==> src/rtl/rstc_pkg.sv <==
package rstc_pkg;
  localparam int CAUSE_W   = 6;
  localparam int SRC_PIN   = 0;
  localparam int SRC_POR   = 1;
  localparam int SRC_BOR   = 2;
  localparam int SRC_SW    = 3;
  localparam int SRC_WDT   = 4;
  localparam int SRC_RSVD  = 5;
  localparam logic [CAUSE_W-1:0] CAUSE_VALID = 6'b011111;
  localparam logic [CAUSE_W-1:0] CAUSE_POR   = 6'b000010;
endpackage

==> src/rtl/rstc_pin_filter.sv <==
module rstc_pin_filter #(
  parameter int MIN_LOW = 4
) (
  input  logic clk_i,
  input  logic rst_ni,
  input  logic pin_ni,
  output logic req_o
);
  localparam int CW = $clog2(MIN_LOW + 1);
  localparam logic [CW-1:0] CNT_MAX = CW'(MIN_LOW);

  logic [1:0]    sync_q;
  logic          pin_s;
  logic [CW-1:0] cnt_q;

  always_ff @(posedge clk_i or negedge rst_ni) begin
    if (!rst_ni) sync_q <= 2'b11;
    else         sync_q <= {sync_q[0], pin_ni};
  end
  assign pin_s = sync_q[1];

  // count consecutive low samples, saturate at the acceptance level
  always_ff @(posedge clk_i or negedge rst_ni) begin
    if (!rst_ni)               cnt_q <= '0;
    else if (pin_s)            cnt_q <= '0;
    else if (cnt_q != CNT_MAX) cnt_q <= cnt_q + 1'b1;
  end

  assign req_o = (cnt_q == CNT_MAX);

  p_req_after_low_r6: assert property (@(posedge clk_i) disable iff (!rst_ni)
    req_o |-> $past(!pin_s));
endmodule

==> src/rtl/rstc_stretch.sv <==
module rstc_stretch #(
  parameter int HOLD = 8
) (
  input  logic clk_i,
  input  logic rst_ni,
  input  logic req_i,
  output logic rst_no
);
  localparam int CW = $clog2(HOLD + 1);
  localparam logic [CW-1:0] CNT_LOAD = CW'(HOLD);

  logic [CW-1:0] cnt_q;

  always_ff @(posedge clk_i or negedge rst_ni) begin
    if (!rst_ni)          cnt_q <= CNT_LOAD;
    else if (req_i)       cnt_q <= CNT_LOAD;
    else if (cnt_q != '0) cnt_q <= cnt_q - 1'b1;
  end

  assign rst_no = (cnt_q == '0);

  p_enter_r1: assert property (@(posedge clk_i) disable iff (!rst_ni)
    req_i |=> !rst_no);
  p_release_r7: assert property (@(posedge clk_i) disable iff (!rst_ni)
    $rose(rst_no) |-> !$past(req_i));
endmodule

==> src/rtl/rstc_cause_reg.sv <==
module rstc_cause_reg
  import rstc_pkg::*;
(
  input  logic               clk_i,
  input  logic               rst_ni,
  input  logic [CAUSE_W-1:0] set_i,
  input  logic               wr_en_i,
  input  logic [CAUSE_W-1:0] wr_data_i,
  output logic [CAUSE_W-1:0] cause_o
);
  logic [CAUSE_W-1:0] cause_q, kept, cause_d;

  always_comb begin
    kept    = wr_en_i ? (cause_q & wr_data_i) : cause_q;
    cause_d = (kept | set_i) & CAUSE_VALID;  // set wins over clear
  end

  // power-on wipes everything but its own indicator
  always_ff @(posedge clk_i or negedge rst_ni) begin
    if (!rst_ni) cause_q <= CAUSE_POR;
    else         cause_q <= cause_d;
  end

  assign cause_o = cause_q;

  p_sticky_r3: assert property (@(posedge clk_i) disable iff (!rst_ni)
    !wr_en_i |=> ((cause_o & $past(cause_o)) == $past(cause_o)));
  p_set_r2: assert property (@(posedge clk_i) disable iff (!rst_ni)
    (set_i != '0) |=> ((cause_o & $past(set_i & CAUSE_VALID)) == $past(set_i & CAUSE_VALID)));
  p_clear_r8: assert property (@(posedge clk_i) disable iff (!rst_ni)
    (wr_en_i && set_i == '0) |=>
      (cause_o == ($past(cause_o) & $past(wr_data_i) & CAUSE_VALID)));
endmodule

==> src/rtl/rst_cause_ctrl.sv <==
module rst_cause_ctrl
  import rstc_pkg::*;
#(
  parameter int MIN_LOW = 4,
  parameter int HOLD    = 8
) (
  input  logic               clk_i,
  input  logic               rst_ni,
  input  logic               ext_rst_ni,
  input  logic               bor_i,
  input  logic               sw_rst_i,
  input  logic               wdt_rst_i,
  input  logic               rd_en_i,
  input  logic               wr_en_i,
  input  logic [CAUSE_W-1:0] wr_data_i,
  output logic [CAUSE_W-1:0] rd_data_o,
  output logic               sys_rst_no,
  output logic               tap_rst_no
);
  logic               pin_req;
  logic               req_any;
  logic [CAUSE_W-1:0] set_vec;
  logic [CAUSE_W-1:0] cause_q;
  logic               wr_ok;

  rstc_pin_filter #(.MIN_LOW(MIN_LOW)) u_pin (
    .clk_i (clk_i),
    .rst_ni(rst_ni),
    .pin_ni(ext_rst_ni),
    .req_o (pin_req)
  );

  always_comb begin
    set_vec           = '0;
    set_vec[SRC_PIN]  = pin_req;
    set_vec[SRC_BOR]  = bor_i;
    set_vec[SRC_SW]   = sw_rst_i;
    set_vec[SRC_WDT]  = wdt_rst_i;
  end
  assign req_any = |set_vec;

  rstc_stretch #(.HOLD(HOLD)) u_sys_hold (
    .clk_i (clk_i),
    .rst_ni(rst_ni),
    .req_i (req_any),
    .rst_no(sys_rst_no)
  );

  // debug domain: only power-on reaches it
  rstc_stretch #(.HOLD(HOLD)) u_tap_hold (
    .clk_i (clk_i),
    .rst_ni(rst_ni),
    .req_i (1'b0),
    .rst_no(tap_rst_no)
  );

  assign wr_ok = wr_en_i & sys_rst_no;

  rstc_cause_reg u_cause (
    .clk_i    (clk_i),
    .rst_ni   (rst_ni),
    .set_i    (set_vec),
    .wr_en_i  (wr_ok),
    .wr_data_i(wr_data_i),
    .cause_o  (cause_q)
  );

  assign rd_data_o = (rd_en_i && sys_rst_no) ? cause_q : '0;

  p_tap_hold_r5: assert property (@(posedge clk_i) disable iff (!rst_ni)
    tap_rst_no |=> tap_rst_no);
  p_no_write_in_reset_r9: assert property (@(posedge clk_i) disable iff (!rst_ni)
    (!sys_rst_no && wr_en_i) |=> ((cause_q & $past(cause_q)) == $past(cause_q)));
  p_rsvd_read_r2: assert property (@(posedge clk_i) disable iff (!rst_ni)
    rd_en_i |-> !rd_data_o[SRC_RSVD]);
endmodule

==> config.mk <==
export PLATFORM = sky130hd
export DESIGN_NAME = rst_cause_ctrl
export DESIGN_NICKNAME = d
export VERILOG_FILES = /design/src/rtl/rstc_pkg.sv /design/src/rtl/rstc_pin_filter.sv /design/src/rtl/rstc_stretch.sv /design/src/rtl/rstc_cause_reg.sv /design/src/rtl/rst_cause_ctrl.sv
export SDC_FILE = /design/constraint.sdc
export NUM_CORES = 1
export LEC_CHECK = 0
export BUFFER_PORTS_ARGS = -buffer_cell sky130_fd_sc_hd__buf_2
export CAP_MARGIN = 10
export CORE_MARGIN = 4
export CORE_UTILIZATION = 53
export CTS_CLUSTER_DIAMETER = 80
export DETAILED_ROUTE_END_ITERATION = 16
export GPL_ROUTABILITY_DRIVEN = 0
export MAX_ROUTING_LAYER = met4
export PLACE_DENSITY = 0.8
export SETUP_SLACK_MARGIN = 0.02
export SLEW_MARGIN = 0
export SYNTH_ARGS = -nofsm -noshare
export SYNTH_HDL_FRONTEND = slang
export SYNTH_SLANG_ARGS = --single-unit
==> constraint.sdc <==
create_clock -name clk_i -period 2.99 [get_ports clk_i]
set_clock_uncertainty 0.2 [all_clocks]
set_input_delay 0.598 -clock clk_i [delete_from_list [all_inputs] [get_ports clk_i]]
set_output_delay 0.598 -clock clk_i [all_outputs]
set_load 0.005 [all_outputs]
==> impl_metrics.tcl <==
set metrics [dict create \
    initial_utilization_pct 55.5 \
    grt_pass1_vias 563 \
    fin_hold_ws_ps 12.7 \
    ys_ff_latch 18 \
    port_buffers 19 \
    fp.dieH_microns 47.7 \
    drc 0 \
    core_area_sq_um 1510 \
    status "completed" \
    fin_tns_setup_ps 0 \
    max_cap_violations 0 \
    viasPerCell 5.26 \
    dpl_cell_area_sq_um 943 \
    vdd_drop_max_v 0.000399 \
    die-area_sq_um 2280 \
    path_class "flip-flop to primary output" \
    ys_types 26 \
    chipWidth_microns 47.7 \
    syn_inst 76 \
    drtPass1Iterations 4 \
    final_area_sq_um 980 \
    gr-total-overflow 0 \
    worst-path-max-fanout 9 \
    hp-class "input pin to async pin" \
    post-dp-hpwl_microns 1060 \
    numCtsBuffers 3 \
    synth_fp_nets 94 \
    drt.antenna.violating_nets 0 \
    grt_pass1_wl_microns 2320 \
    p_leak_nw 0.488 \
    grt_max_degree 19 \
    finalSetupViolCount 0 \
    crit_required_ps 2190 \
    ys_seq_area_share_pct 54.6 \
    cts-resized-gates 0 \
    vias 600 \
    layout.nets 117 \
    gr-usage-all-layers_pct 15.1 \
    drtIter0Drc 7 \
    routed_wl_microns 1410 \
    std_cell_rows 14 \
    synth_warnings 0 \
    postCtsSetupRepairBufs 0 \
    syn2layout_area_growth_pct 17.2 \
    cts.sinks 18 \
    rsz0062_at_grt "no" \
    min_period_ps 2500 \
    clk_pin_slew_ps 100 \
    avgRoutedWirePerCell_microns 12.4 \
    num_antenna_cells 0 \
    fmax_mhz 400 \
    final_max_slew_viol_count 0 \
    drive_above_1_share_pct 30.6 \
    arrival_ps 1700 \
    pin_count 22 \
    clkLatencyLatePin_ps 290 \
    cp-start-kind "flip-flop" \
    synth_area_sq_um 836 \
    grt_antenna_before_repair 0 \
    critPathCaptureType "primary output" \
    period_share_pct 83.7 \
    tritoncts "yes" \
    cts-root-buf "clkbuf_4" \
    clockBufferDepth 2 \
    cts_hold_buf 0 \
    htreeDepth 1 \
    syn_avg_cell_area_sq_um 11.0 \
    hold_viol 0 \
    power_density_nw_per_um2 486 \
]
worst max-delay path, cell delays in order (launching register included):
cell and delay, ps:
dfrtp_1 390, inv_1 90, ha_1 250, nor3b_4 380
and3_1 200, buf_2 110
final cells by class:
cell class	instances	area, sq um
inverters	6	22.5
flip-flops and latches	18	457
repair buffers	19	95.1
clock buffers	4	36.3
well taps	16	20.0
fillers	109	527
multi-input cells	51	349
kinds of logic after synthesis:
kind of cell	synth area share (%)
AOI/OAI and AO/OA	7.34
xor gates and xnor gates	3.14
adders and majority gates	5.99
buffers and inverters	3.59
DFF	54.6
muxes	2.40
other	0.449
and+or+nand+nor	22.5
worst paths after layout:
check,startpoint,end,slack [ps],cells past startpoint
max,u_sys_hold.cnt_q[0]$_DFFE_PN0P_,rd_data_o[4],490,5
min,rst_ni,u_sys_hold.cnt_q[1]$_DFFE_PN0P_,10,1
max reg2reg,u_sys_hold.cnt_q[0]$_DFFE_PN0P_,u_sys_hold.cnt_q[1]$_DFFE_PN0P_,1330,5
min reg2reg,u_pin.sync_q[0]$_DFF_PN1_,u_pin.sync_q[1]$_DFF_PN1_,170,0
max in group asynchronous,rst_ni,u_pin.sync_q[0]$_DFF_PN1_,2250,1
min in group clk_i,u_pin.sync_q[0]$_DFF_PN1_,u_pin.sync_q[1]$_DFF_PN1_,170,0
Yosys cell counts:
cell,count,area share (%)
buf_4,1,0.90
nor3b_2,1,1.5
a211o_1,1,1.0
nand3_1,1,0.60
dfstp_2,5,16
nand3b_1,1,0.90
nand2_1,6,2.7
o21ai_0,4,2.4
nand2b_1,4,3.0
ha_1,4,6.0
or3_1,2,1.5
dfrtp_1,13,39
nand4bb_1,1,1.3
nor2b_1,1,0.75
a21o_1,1,0.90
nor3_1,4,2.4
conb_1,1,0.45
a21oi_1,2,1.2
nor3b_4,1,2.2
o21a_1,1,0.90
xnor2_1,3,3.1
and3_1,5,3.7
nor2_1,4,1.8
a211oi_1,1,0.90
inv_1,6,2.7
mux2i_1,2,2.4
registers in the layout, indices dropped and copies added, names as in the netlist:
register,count
u_pin.sync_q,2
u_pin.cnt_q,3
u_tap_hold.cnt_q,4
u_cause.cause_o,5
u_sys_hold.cnt_q,4
cells in the final DEF, fill, tap and decap left out, types with 4 or more instances in the layout:
cell,netlist,final
and3_1,5,5
buf_2,0,19
dfrtp_1,13,13
dfstp_2,5,5
ha_1,4,4
inv_1,6,6
nand2_1,6,6
nand2b_1,4,4
nor2_1,4,4
nor3_1,4,4
o21ai_0,4,4
layer usage:
layer,routed length (microns),vias up,global-route usage (%)
met2,599,18,21.1
met1,717,281,21.0
met4,11,0,6.45
met3,84,2,3.38
li1,-,299,-
met5,0,-,-
where the power goes:
part           switching, mW  internal (mW)  total [mW]
clock                 0.0706         0.0740       0.145
combinational         0.0302         0.0276      0.0578
sequential            0.0125          0.262       0.274
total                  0.113          0.363       0.477
metrics by stage:
step | util, % | setup WS (ps) | power [mW] | instances
floorplan | - | 1030 | 0.312 | 76
global route | 65.0 | 348 | 0.505 | 114
global placement | 62.6 | 859 | 0.332 | 110
detailed placement | 62.6 | 847 | 0.336 | 110
finish | 65.0 | 488 | 0.477 | 114
CTS | 65.0 | 482 | 0.481 | 114
(Power assumes the default switching activity.)
